<file path="src/rtl/cfgr_pkg.sv">
package cfgr_pkg;
   localparam int NTGT    = 3;
   localparam int TGT_INT = 0;
   localparam int TGT_HUB = 1;
   localparam int TGT_GFX = 2;

   typedef enum logic [1:0] {
      ST_IDLE = 2'd0,
      ST_CFG  = 2'd1,
      ST_PIO  = 2'd2,
      ST_RESP = 2'd3
   } cfgr_state_e;
endpackage

</file>
<file path="src/rtl/cfgr_addr_reg.sv">
module cfgr_addr_reg #(
   parameter int             DW   = 32,
   parameter logic [DW-1:0]  KEEP = '1
) (
   input  logic          clk,
   input  logic          rst_n,
   input  logic          load,
   input  logic [DW-1:0] wdata,
   output logic [DW-1:0] q
);
   always_ff @(posedge clk) begin
      if (!rst_n)
         q <= '0;
      else if (load)
         q <= wdata & KEEP;
   end
endmodule

</file>
<file path="src/rtl/cfgr_route.sv">
module cfgr_route
   import cfgr_pkg::*;
#(
   parameter int BUS_W       = 8,
   parameter int DEV_W       = 5,
   parameter int NUM_INT_DEV = 2
) (
   input  logic [BUS_W-1:0] bus,
   input  logic [DEV_W-1:0] dev,
   input  logic [BUS_W-1:0] sec_bus,
   input  logic [BUS_W-1:0] sub_bus,
   output logic [NTGT-1:0]  tgt
);
   if (NUM_INT_DEV > (1 << DEV_W)) begin : g_bad_int
      $error("cfgr_route: NUM_INT_DEV exceeds device field range");
   end

   logic in_window;
   assign in_window = (bus >= sec_bus) && (bus <= sub_bus);

   always_comb begin
      tgt = '0;
      if (bus == '0) begin
         if (dev < DEV_W'(NUM_INT_DEV))
            tgt[TGT_INT] = 1'b1;
         else
            tgt[TGT_HUB] = 1'b1;
      end else if (in_window) begin
         tgt[TGT_GFX] = 1'b1;
      end else begin
         tgt[TGT_HUB] = 1'b1;
      end
   end
endmodule

</file>
<file path="src/rtl/cfgr_seq.sv">
module cfgr_seq
   import cfgr_pkg::*;
#(
   parameter int IO_AW   = 16,
   parameter int DW      = 32,
   parameter bit MASK_RD = 1'b1,
   localparam int BEW    = DW / 8
) (
   input  logic               clk,
   input  logic               rst_n,
   input  logic               io_req,
   input  logic               io_we,
   input  logic [IO_AW-1:0]   io_addr,
   input  logic [BEW-1:0]     io_be,
   input  logic [DW-1:0]      io_wdata,
   input  logic               hit_areg,
   input  logic               cfg_go,
   input  logic [NTGT-1:0]    route,
   input  logic [DW-1:0]      areg_q,
   input  logic [NTGT-1:0]    cfg_ack,
   input  logic [NTGT*DW-1:0] cfg_rdata,
   input  logic               pio_ack,
   input  logic [DW-1:0]      pio_rdata,
   output logic [NTGT-1:0]    cfg_req,
   output logic               pio_req,
   output logic               lat_we,
   output logic [IO_AW-1:0]   lat_addr,
   output logic [BEW-1:0]     lat_be,
   output logic [DW-1:0]      lat_wdata,
   output logic               io_ack,
   output logic [DW-1:0]      io_rdata,
   output logic               areg_load
);
   cfgr_state_e         state;
   logic [NTGT-1:0]     tgt_q;
   logic [DW-1:0]       rdata_q;
   logic [DW-1:0]       sel;
   logic [DW-1:0]       sel_m;
   logic                tgt_done;

   always_comb begin
      sel = '0;
      for (int t = 0; t < NTGT; t++) begin
         if (tgt_q[t])
            sel = sel | cfg_rdata[t*DW +: DW];
      end
   end

   if (MASK_RD) begin : g_mask
      for (genvar b = 0; b < BEW; b++) begin : g_lane
         assign sel_m[8*b +: 8] = lat_be[b] ? sel[8*b +: 8] : 8'h00;
      end
   end else begin : g_nomask
      assign sel_m = sel;
   end

   assign tgt_done  = |(tgt_q & cfg_ack);
   assign areg_load = (state == ST_IDLE) && io_req && hit_areg && io_we && (&io_be);

   always_ff @(posedge clk) begin
      if (!rst_n) begin
         state     <= ST_IDLE;
         tgt_q     <= '0;
         rdata_q   <= '0;
         lat_we    <= 1'b0;
         lat_addr  <= '0;
         lat_be    <= '0;
         lat_wdata <= '0;
      end else begin
         case (state)
            ST_IDLE: begin
               if (io_req) begin
                  lat_we    <= io_we;
                  lat_addr  <= io_addr;
                  lat_be    <= io_be;
                  lat_wdata <= io_wdata;
                  if (hit_areg) begin
                     rdata_q <= areg_q;
                     state   <= ST_RESP;
                  end else if (cfg_go) begin
                     tgt_q <= route;
                     state <= ST_CFG;
                  end else begin
                     state <= ST_PIO;
                  end
               end
            end
            ST_CFG: begin
               if (tgt_done) begin
                  rdata_q <= sel_m;
                  state   <= ST_RESP;
               end
            end
            ST_PIO: begin
               if (pio_ack) begin
                  rdata_q <= pio_rdata;
                  state   <= ST_RESP;
               end
            end
            default: state <= ST_IDLE;
         endcase
      end
   end

   assign cfg_req  = (state == ST_CFG) ? tgt_q : '0;
   assign pio_req  = (state == ST_PIO);
   assign io_ack   = (state == ST_RESP);
   assign io_rdata = rdata_q;
endmodule

</file>
<file path="src/rtl/cfgr_router.sv">
module cfgr_router
   import cfgr_pkg::*;
#(
   parameter int               IO_AW       = 16,
   parameter int               DW          = 32,
   parameter int               BUS_W       = 8,
   parameter int               DEV_W       = 5,
   parameter int               FN_W        = 3,
   parameter int               REG_W       = 6,
   parameter int               EN_BIT      = 31,
   parameter int               NUM_INT_DEV = 2,
   parameter bit               MASK_RD     = 1'b1,
   parameter logic [IO_AW-1:0] AREG_PORT   = 'h0CF8,
   parameter logic [IO_AW-1:0] DWIN_PORT   = 'h0CFC,
   localparam int              BEW         = DW / 8
) (
   input  logic               clk,
   input  logic               rst_n,
   input  logic               io_req,
   input  logic               io_we,
   input  logic [IO_AW-1:0]   io_addr,
   input  logic [BEW-1:0]     io_be,
   input  logic [DW-1:0]      io_wdata,
   output logic               io_ack,
   output logic [DW-1:0]      io_rdata,
   input  logic [BUS_W-1:0]   gfx_sec_bus,
   input  logic [BUS_W-1:0]   gfx_sub_bus,
   output logic [NTGT-1:0]    cfg_req,
   output logic               cfg_we,
   output logic [BUS_W-1:0]   cfg_bus,
   output logic [DEV_W-1:0]   cfg_dev,
   output logic [FN_W-1:0]    cfg_fn,
   output logic [REG_W-1:0]   cfg_reg,
   output logic [BEW-1:0]     cfg_be,
   output logic [DW-1:0]      cfg_wdata,
   input  logic [NTGT-1:0]    cfg_ack,
   input  logic [NTGT*DW-1:0] cfg_rdata,
   output logic               pio_req,
   output logic               pio_we,
   output logic [IO_AW-1:0]   pio_addr,
   output logic [BEW-1:0]     pio_be,
   output logic [DW-1:0]      pio_wdata,
   input  logic               pio_ack,
   input  logic [DW-1:0]      pio_rdata
);
   localparam int REG_LSB = 2;
   localparam int FN_LSB  = REG_LSB + REG_W;
   localparam int DEV_LSB = FN_LSB + FN_W;
   localparam int BUS_LSB = DEV_LSB + DEV_W;
   localparam int FLD_TOP = BUS_LSB + BUS_W;
   localparam logic [DW-1:0] FLD_MASK =
      ((DW'(1) << FLD_TOP) - DW'(1)) & ~((DW'(1) << REG_LSB) - DW'(1));
   localparam logic [DW-1:0] KEEP = (DW'(1) << EN_BIT) | FLD_MASK;

   if (DW % 8 != 0) begin : g_bad_dw
      $error("cfgr_router: DW must be a whole number of bytes");
   end
   if (EN_BIT >= DW || FLD_TOP > EN_BIT) begin : g_bad_fields
      $error("cfgr_router: address fields overlap the enable bit");
   end
   if (AREG_PORT[1:0] != 2'b00 || DWIN_PORT[1:0] != 2'b00) begin : g_bad_align
      $error("cfgr_router: port addresses must be doubleword aligned");
   end
   if (AREG_PORT[IO_AW-1:2] == DWIN_PORT[IO_AW-1:2]) begin : g_bad_ports
      $error("cfgr_router: address and data ports must differ");
   end

   logic                hit_areg;
   logic                hit_dwin;
   logic                cfg_go;
   logic                areg_load;
   logic [DW-1:0]       areg_q;
   logic [NTGT-1:0]     route;
   logic                lat_we;
   logic [IO_AW-1:0]    lat_addr;
   logic [BEW-1:0]      lat_be;
   logic [DW-1:0]       lat_wdata;

   assign hit_areg = (io_addr[IO_AW-1:2] == AREG_PORT[IO_AW-1:2]);
   assign hit_dwin = (io_addr[IO_AW-1:2] == DWIN_PORT[IO_AW-1:2]);
   assign cfg_go   = hit_dwin && areg_q[EN_BIT];

   cfgr_addr_reg #(
      .DW   (DW),
      .KEEP (KEEP)
   ) u_areg (
      .clk   (clk),
      .rst_n (rst_n),
      .load  (areg_load),
      .wdata (io_wdata),
      .q     (areg_q)
   );

   assign cfg_bus = areg_q[BUS_LSB +: BUS_W];
   assign cfg_dev = areg_q[DEV_LSB +: DEV_W];
   assign cfg_fn  = areg_q[FN_LSB  +: FN_W];
   assign cfg_reg = areg_q[REG_LSB +: REG_W];

   cfgr_route #(
      .BUS_W       (BUS_W),
      .DEV_W       (DEV_W),
      .NUM_INT_DEV (NUM_INT_DEV)
   ) u_route (
      .bus     (cfg_bus),
      .dev     (cfg_dev),
      .sec_bus (gfx_sec_bus),
      .sub_bus (gfx_sub_bus),
      .tgt     (route)
   );

   cfgr_seq #(
      .IO_AW   (IO_AW),
      .DW      (DW),
      .MASK_RD (MASK_RD)
   ) u_seq (
      .clk       (clk),
      .rst_n     (rst_n),
      .io_req    (io_req),
      .io_we     (io_we),
      .io_addr   (io_addr),
      .io_be     (io_be),
      .io_wdata  (io_wdata),
      .hit_areg  (hit_areg),
      .cfg_go    (cfg_go),
      .route     (route),
      .areg_q    (areg_q),
      .cfg_ack   (cfg_ack),
      .cfg_rdata (cfg_rdata),
      .pio_ack   (pio_ack),
      .pio_rdata (pio_rdata),
      .cfg_req   (cfg_req),
      .pio_req   (pio_req),
      .lat_we    (lat_we),
      .lat_addr  (lat_addr),
      .lat_be    (lat_be),
      .lat_wdata (lat_wdata),
      .io_ack    (io_ack),
      .io_rdata  (io_rdata),
      .areg_load (areg_load)
   );

   assign cfg_we    = lat_we;
   assign cfg_be    = lat_be;
   assign cfg_wdata = lat_wdata;
   assign pio_we    = lat_we;
   assign pio_addr  = lat_addr;
   assign pio_be    = lat_be;
   assign pio_wdata = lat_wdata;
endmodule

</file>
<file path="config.mk">
export PLATFORM = sky130hd
export DESIGN_NAME = cfgr_router
export DESIGN_NICKNAME = d
export VERILOG_FILES = /design/src/rtl/cfgr_pkg.sv /design/src/rtl/cfgr_addr_reg.sv /design/src/rtl/cfgr_route.sv /design/src/rtl/cfgr_seq.sv /design/src/rtl/cfgr_router.sv
export SDC_FILE = /design/constraint.sdc
export NUM_CORES = 1
export LEC_CHECK = 0
export CELL_PAD_IN_SITES_DETAIL_PLACEMENT = 0
export CELL_PAD_IN_SITES_GLOBAL_PLACEMENT = 2
export CORE_ASPECT_RATIO = 1.25
export CORE_MARGIN = 5
export CORE_UTILIZATION = 22
export CTS_CLUSTER_DIAMETER = 30
export CTS_CLUSTER_SIZE = 16
export DETAILED_ROUTE_END_ITERATION = 16
export PLACE_DENSITY_LB_ADDON = 0.1
export SLEW_MARGIN = 20
export SYNTH_ARGS = -nofsm -noshare
export SYNTH_HDL_FRONTEND = slang
export SYNTH_HIERARCHICAL = 1
export SYNTH_SLANG_ARGS = --single-unit
export TNS_END_PERCENT = 30
</file>
<file path="constraint.sdc">
create_clock -name clk -period 4.12 [get_ports clk]
set_input_delay 1.236 -clock clk [delete_from_list [all_inputs] [get_ports clk]]
set_output_delay 1.236 -clock clk [all_outputs]
set_load 0.03 [all_outputs]
</file>
== Word-level counts from Yosys, hierarchy flattened ==
Cells that the tools add are included.

* Register bits after elaboration: 113
* Bits of input ports: 204
* Output and inout port bits: 149
* Word-level logic and storage cells: 65

* $lt $le $gt $ge: 3
* Equality and inequality tests: 9
* Multiplexer cells: 26
* Bitwise logic cells: 4
* Reductions and logical operators: 15

{| class="wikitable"
|+ Operators with widths
! cell !! number
|-
| $mux W32 || 7
|-
| $pmux W32 S3 || 1
|-
| $or A32 B32 Y32 || 2
|-
| $mux W8 || 4
|-
| $eq A14 B10 Y1 const B || 2
|-
| $mux W2 || 5
|-
| $ge A8 B8 Y1 || 1
|-
| $le A8 B8 Y1 || 1
|-
| $logic_not A8 Y1 || 1
|-
| $reduce_and A4 Y1 || 2
|-
| $mux W1 || 7
|-
| $logic_and A1 B1 Y1 || 6
|-
| $ne A2 B1 Y1 const B || 3
|-
| $pmux W2 S3 || 1
|-
| $lt A5 B2 Y1 const B || 1
|-
| $reduce_and A5 Y1 || 1
|-
| $eq A2 B2 Y1 const B || 2
|-
| $and A3 B3 Y3 || 1
|-
| $mux W3 || 1
|-
| $reduce_and A3 Y1 || 1
|-
| $reduce_bool A3 Y1 || 1
|-
| $reduce_or A3 Y1 || 1
|-
| $eq A2 B1 Y1 const B || 1
|-
| $logic_not A2 Y1 || 1
|-
| 3 further kinds || 3
|}

== Depth between registers and ports, before layout ==
Gate-level depths: netlist (run 1).

* Depth after elaboration: 8
* Gate-level depth with buffers: 10
* Gate-level depth less buffers: 9

== By module ==
The synthesis (run 1) kept the hierarchy.

{| class="wikitable"
|+ By module, submodules not included
! module !! instances !! cells each !! area an instance (µm²) !! sequential area each (µm²)
|-
| cfgr_seq || 1 || 500 || 4146.5 || 1801.7
|-
| cfgr_addr_reg || 1 || 84 || 964.7 || 460.4
|-
| cfgr_route || 1 || 59 || 425.4 || 0.0
|-
| cfgr_router || 1 || 44 || 341.6 || 0.0
|}

== Worst setup path after synthesis (run 1) ==
No wires, ideal clock.

* Kind: input port to flip-flop
* Start: in io_addr[2]
* End: reg u_areg.q[18]
* Library setup time: 117 ps
* Arrival time: 2610 ps
* Required time: 4003 ps
* Setup slack: 1393 ps
* Stages on the path: 8
* Path buffers: 2
* Cells stage by stage: or3_1 > nor4_2 > inv_1 > nor3_1 > buf_6 > buf_12 > mux2i_1 > nor2b_1

* Cells in the longest elaborated chain, start to end: 4

{| class="wikitable"
|+ Ends and longest elaborated chain
! element !! RTL line !! text
|-
| start: declaration || cfgr_router.sv:21 || <nowiki>input logic [IO_AW-1:0] io_addr,</nowiki>
|-
| $eq A14 B10 Y1 || cfgr_router.sv:79 || <nowiki>assign hit_areg = (io_addr[IO_AW-1:2] == AREG_PORT[IO_AW-1:2]);</nowiki>
|-
| named net hit_areg || cfgr_router.sv:68 || <nowiki>logic hit_areg;</nowiki>
|-
| $logic_and A1 B1 Y1 (3 in series) || cfgr_seq.sv:58 || <nowiki>assign areg_load = (state == ST_IDLE) && io_req && hit_areg && io_we && (&io_be);</nowiki>
|-
| named net areg_load || cfgr_router.sv:71 || <nowiki>logic areg_load;</nowiki>
|-
| end signal: assignment || cfgr_addr_reg.sv:15 || <nowiki>q <= wdata & KEEP;</nowiki>
|-
| end: declaration || cfgr_addr_reg.sv:9 || <nowiki>output logic [DW-1:0] q</nowiki>
|}

The timed path passes the listed nets, and every way through them passes these cells.
A chain may end at the register's enable or synchronous reset.

== Worst setup path in the final report (run 1) ==
* Start: reg u_seq.state[1]
* End: out cfg_req[0]

* Cells in the longest elaborated chain, start to end: 2

{| class="wikitable"
|+ Ends and longest elaborated chain
! element !! RTL line !! text
|-
| start: declaration || cfgr_seq.sv:34 || <nowiki>cfgr_state_e state;</nowiki>
|-
| start signal: assignment || cfgr_seq.sv:62 || <nowiki>state <= ST_IDLE;</nowiki>
|-
| start signal: assignment || cfgr_seq.sv:79 || <nowiki>state <= ST_RESP;</nowiki>
|-
| start signal: assignment || cfgr_seq.sv:82 || <nowiki>state <= ST_CFG;</nowiki>
|-
| $eq A2 B1 Y1 || cfgr_seq.sv:105 || <nowiki>assign cfg_req = (state == ST_CFG) ? tgt_q : '0;</nowiki>
|-
| $mux W3 || cfgr_seq.sv:105 ||
|-
| end: declaration || cfgr_router.sv:28 || <nowiki>output logic [NTGT-1:0] cfg_req,</nowiki>
|}

Every way passes these cells.

==> metrics, run 1 <==
status completed; cell taking the most area after synthesis dfxtp_1; Std-Cell Rows 67; fmax a little over 300 MHz; Worst Path Arrival ~2000 ps; wire length per cell 20.0 um; Die X 156 um; Clk pin slew, worst setup/hold paths 60 ps; hold path start u_seq/lat_addr[11]; Worst Tran Pin Value 984 ps; Async SR Flop Fraction 0%; Max-slew headroom 34.3%; Largest stage delay, worst path 710 ps; Worst path slowest cell clkdlybuf4s50_1; CTS Hold Bufs 0; Post-Syn Area 5880 sq um; setup violators final 0; Worst setup startpoint u_seq/state[1]; die area 30100 sq um; fillers 2798; top post-synthesis cells by count nand2_1 (145), dfxtp_1 (113), a21oi_1 (62); Area growth, synth to finish 69.7%; Total GRT Usage 16.9%; Final Cycle Share 78.8%; IO Port Bufs 352; Yosys warning count 6; CP Data Required Time 2880 ps; initial core utilization 22.1%; DRT iter0 DRCs 462; hold endpoint u_seq/lat_addr[11]; via count 6018; register area share after synthesis about two fifths; clk_skew 10.4 ps; final RePlAce weighted congestion 0.726; Tmin final 3250 ps; multi-input logic area between 2000 and 3000 sq um; startpoint types register; most frequent cell after synthesis nand2_1; Reg2Reg Capture Point u_seq/io_rdata[7]; Hold Crit Class reg2reg; post-synth cell types 40; Via density 4.50; DR DRC count 0; P_leak 3.57 nW; Power per Cell Area 537 nW/um^2; CP max FO 8; Area contributors post-synth dfxtp_1 (38%), nand2_1 (9.3%), buf_4 (5.9%), a222oi_1 (5.6%), a32o_1 (5.4%); Yosys top cell area share slightly below 40%; vias in the first global route 6214; Post-Syn Instances 687; drt pass-1 iters 6; Die Ht 193 um; R2R setup slack 1740 ps; Worst setup EP type primary output; # clock sinks 113; CTS tree yes; Final Max Tran Viols 0; Antenna Nets Post-Route 0; Fin. Hold Viols 0; Post-DP HPWL 20.3 mm; Final #Nets 1204; crit path cell chain inv_1 -> ha_1 -> and2_1 -> clkdlybuf4s50_1; post-synthesis average cell area between 8 and 9 sq um; number of synthesized flops with an enable pin 0; WHS Path Cells 2; most common flop cell mapped by yosys dfxtp_1; H-tree depth 4; RSZ-0062 raised after global routing false; Reg area approximately 2300 sq um; Worst VDD drop 0.351 mV; CTS Buffer Depth 2; max cap viols 0; setup bufs post-CTS 0; PnR Total Power 5.36 mW; largest net degree at the start of global routing 59; # resized after CTS 0; first-pass GRT wire length roughly 38 mm; IO Count 353; Clock Latency Late Sink around 400 ps; clock root cell clkbuf_16; R2R Path Start u_seq/state[0]; WS Path Type reg2out; cts bufs inserted 17; final setup TNS 0 ps; initial antenna violation count 1; Remaining Overflow, GRT 0; #FFs+latches synth between 100 and 150; share of layout cells above drive strength 1 about 5.1%; core area 26600 sq um; drt total wl between 20 and 30 mm; R2R depth 7
## area by class of cell
cell class / instances / area share (%)
timing repair buffer: 364 / 36.3
multi-input combinational: 460 / 29.8
sequential: 113 / 22.7
clock buffer: 20 / 4.58
tap: 345 / 4.33
clock inverter: 10 / 1.37
inverter: 24 / 0.903
antenna: 1 / 0.0251
## metrics by stage
stage	cells	utilization, %	hold slack, ps	area, sq um	setup slack [ps]
after detailed placement	1306	35.3	448	9380	549
after floorplan	695	-	479	5910	1390
after CTS	1336	37.5	461	9970	814
after global placement	1306	35.3	442	9380	619
after global routing	1336	37.5	478	9970	720
final	1337	37.5	457	9980	873
## cell usage in the layout (no fill, tap or decap), drive strengths merged, types with 24 or more instances in the layout
cell type / netlist / layout
inv: 24 / 24
dfxtp: 113 / 113
or2: 32 / 32
o211ai: 34 / 34
clkdlybuf4s50: 0 / 352
a32o: 32 / 32
mux2i: 27 / 27
nor2b: 24 / 24
a222oi: 33 / 33
nand2: 145 / 145
a21oi: 62 / 62
## power by group
| part | switching (mW) | internal, mW |
|---|---|---|
| clock network | 0.530 | 0.972 |
| logic | 1.41 | 1.02 |
| registers | 0.133 | 1.29 |
## critical path, delay by kind of cell (launching register included)
family / cells / cell delay, ps
simple gates: 1 / 180
buf+inv: 2 / 790
flops: 1 / 340
fa+ha+maj: 1 / 290
## cells by family after synthesis
kind of cell,synth area share [%]
flops,38.5
mux,4.60
compound gates,22.1
other cells,0.0638
fa+ha+maj,4.26
simple gates,18.6
buf+inv,11.9
## state kept, by name, indices dropped and copies added (netlist names)
register / flops
u_seq/lat_addr: 16
u_seq/state: 2
u_seq/lat_be: 4
u_areg/q: 23
u_seq/lat_wdata: 32
u_seq/tgt_q: 3
u_seq/io_rdata: 32
u_seq/lat_we: 1
## metal layers
layer / global-route usage (%) / vias up / share of wire [%]
met4: 3.44 / 0 / 1.0
met5: 0 / - / 0
li1: - / 2990 / -
met2: 29.2 / 234 / 49
met3: 5.56 / 15 / 8.3
met1: 20.5 / 2779 / 41
## worst max path at each step
stage                    endpoint  slack [ps]  cells past startpoint
6_report               cfg_req[0]         870                      4
5_1_grt                cfg_req[0]         720                      3
4_1_cts                cfg_req[0]         810                      4
3_5_place_dp   u_seq/io_rdata[12]         550                      7
3_3_place_gp    u_seq/io_rdata[0]         620                      7
2_1_floorplan        u_areg/q[18]        1390                      8
No activity file was read; power rests on OpenSTA's default activity.
==> run 2: changes to the inputs <==
--- a/config.mk
+++ b/config.mk
@@ -9,7 +9,7 @@
 export CELL_PAD_IN_SITES_GLOBAL_PLACEMENT = 2
 export CORE_ASPECT_RATIO = 1.25
 export CORE_MARGIN = 5
-export CORE_UTILIZATION = 22
+export CORE_UTILIZATION = 20
 export CTS_CLUSTER_DIAMETER = 30
 export CTS_CLUSTER_SIZE = 16
 export DETAILED_ROUTE_END_ITERATION = 16
==> constraint.sdc (replaced) <==
create_clock -name clk -period 3.2 [get_ports clk]
set_input_delay 0.96 -clock clk [delete_from_list [all_inputs] [get_ports clk]]
set_output_delay 0.96 -clock clk [all_outputs]
set_load 0.03 [all_outputs]
==> metrics, run 2 (synthesis results as in run 1) <==
status completed; CP max FO 8; Worst setup startpoint u_seq/state[1]; Worst Path Buf+Inv 2; Worst Tran Pin Value 1020 ps; Fin. Hold Viols 0; Std-Cell Rows 70; most frequent cells in the layout clkdlybuf4s50_1 (351), nand2_1 (144), dfxtp_1 (113), a21oi_1 (61), o211ai_1 (34); largest net degree at the start of global routing 59; RSZ-0062 raised after global routing false; met2 wire length about 14 mm; Final Cycle Share 93.6%; first-pass GRT wire length 41.3 mm; share of layout cells above drive strength 1 6.19%; Post-DP HPWL about 21 mm; Reg2Reg Capture Point u_seq/io_rdata[10]; Power per Cell Area roughly 700 nW/um^2; Via density approximately 4.4; Final Instance Area 10100 sq um; H-tree depth 4; clock root cell clkbuf_16; Non-Filler Instances ~1.4k; Clock Latency Late Sink ~400 ps; # resized after CTS 0; Worst path slowest cell clkdlybuf4s50_1; core area 29200 sq um; DRT iter0 DRCs 377; CTS Hold Bufs 0; Worst setup EP type primary output; clk_skew 13.4 ps; Largest stage delay, worst path 720 ps; # clock sinks roughly 110; CTS tree yes; Max-slew headroom 31.9%; drt total wl 27.8 mm; IO Port Bufs 352; vias in the first global route 6405; DP Worst Slack -24.7 ps; Antenna Nets Post-Route 0; Area growth, synth to finish 72.2%; WL met3 roughly 2.1 mm; placed insts between 1k and 1.5k; WS Path Type reg2out; Die X about 160 um; DR DRC count 0; R2R Path Start u_seq/state[1]; Tmin final 3000 ps; crit path cell chain inv_1 -> ha_1 -> and2_1 -> clkdlybuf4s50_1; setup violators final 0; drt pass-1 iters 5; min setup slack post-route 205 ps; Worst VDD drop 0.346 mV; Final Max Tran Viols 0; CP Depth 4; setup bufs post-CTS 0; fmax approximately 330 MHz; max cap viols 0; Worst Path Arrival 2040 ps; R2R depth 7; Clk pin slew, worst setup/hold paths 60 ps; IO Count about 350; Hold Crit Class reg2reg; P_leak 3.61 nW; wire length per cell roughly 20 um; initial core utilization 20.2%; CP Data Required Time ~2200 ps; DR top layer met5; Total GRT Usage 16.4%; Die Ht 202 um; post-layout util between 30% and 40%; Final #Nets 1212; DRT met1 WL 11.6 mm; R2R setup slack 870 ps; CP endpoint cfg_req[2]; cts bufs inserted 17; most common cell after layout, fill and taps aside clkdlybuf4s50_1; Post-DP Area 9510 sq um; Remaining Overflow, GRT 0; startpoint types register; final RePlAce weighted congestion 0.721; via count about 6.2k; die area approximately 33000 sq um; cell family with most CP delay buffers and inverters; CTS Buffer Depth 2; initial antenna violation count 2; WHS Path Cells 2
run 2: cell types whose count changed in the layout (fill, tap and decap cells not counted), sizes merged:
cell / previous run / this run
buf: 12 / 21
clkinv: 4 / 2
clkbuf: 20 / 18
clkdlybuf4s50: 352 / 351
clkinvlp: 3 / 4
inv: 24 / 29
run 2: worst min path at each step:
stage / slack, ps / end / from
detailed placement: 450 / u_seq/lat_addr[5] / u_seq/lat_addr[5]
global placement: 440 / u_seq/lat_addr[5] / u_seq/lat_addr[5]
global route: 480 / u_seq/lat_addr[5] / u_seq/lat_addr[5]
CTS: 450 / u_seq/lat_addr[5] / u_seq/lat_addr[5]
finish: 450 / u_seq/lat_addr[5] / u_seq/lat_addr[5]
floorplan: 480 / u_seq/state[1] / u_seq/state[1]
run 2: stage by stage:
step                hold WS [ps]  total power, mW  setup TNS (ps)
floorplan                    479             3.78               0
global placement             442             5.15           -84.5
detailed placement           446             5.14            -516
CTS                          453             7.17               0
global route                 478             7.48               0
finish                       453             7.02               0
run 2: power by group:
group / total, mW / switching, mW / leakage (nW) / internal (mW)
clock network: 1.98 / 0.740 / 0.284 / 1.24
logic: 3.22 / 1.87 / 2.41 / 1.35
registers: 1.83 / 0.168 / 0.920 / 1.66
total: 7.02 / 2.78 / 3.61 / 4.24
run 2: tightest hold or removal path: cells and delay by family, from the launching register on:
family          cells  cell delay (ps)
compound gates      1               50
flops               1              310
simple gates        1               50
run 2: layout make-up:
class,count,area (sq um)
fillers,3079,19000
repair buffers,372,3700
multi-input cells,460,2970
flip-flops and latches,113,2260
well taps,396,495
clock buffers,18,429
clock inverters,14,178
inverters,24,90.1
diodes,1,2.50
run 2: routing by layer:
layer	global-route usage (%)	vias to the layer above
met3	5.14	13
met4	3.57	2
met1	19.7	2904
li1	-	3018
met2	28.6	215
met5	0	-
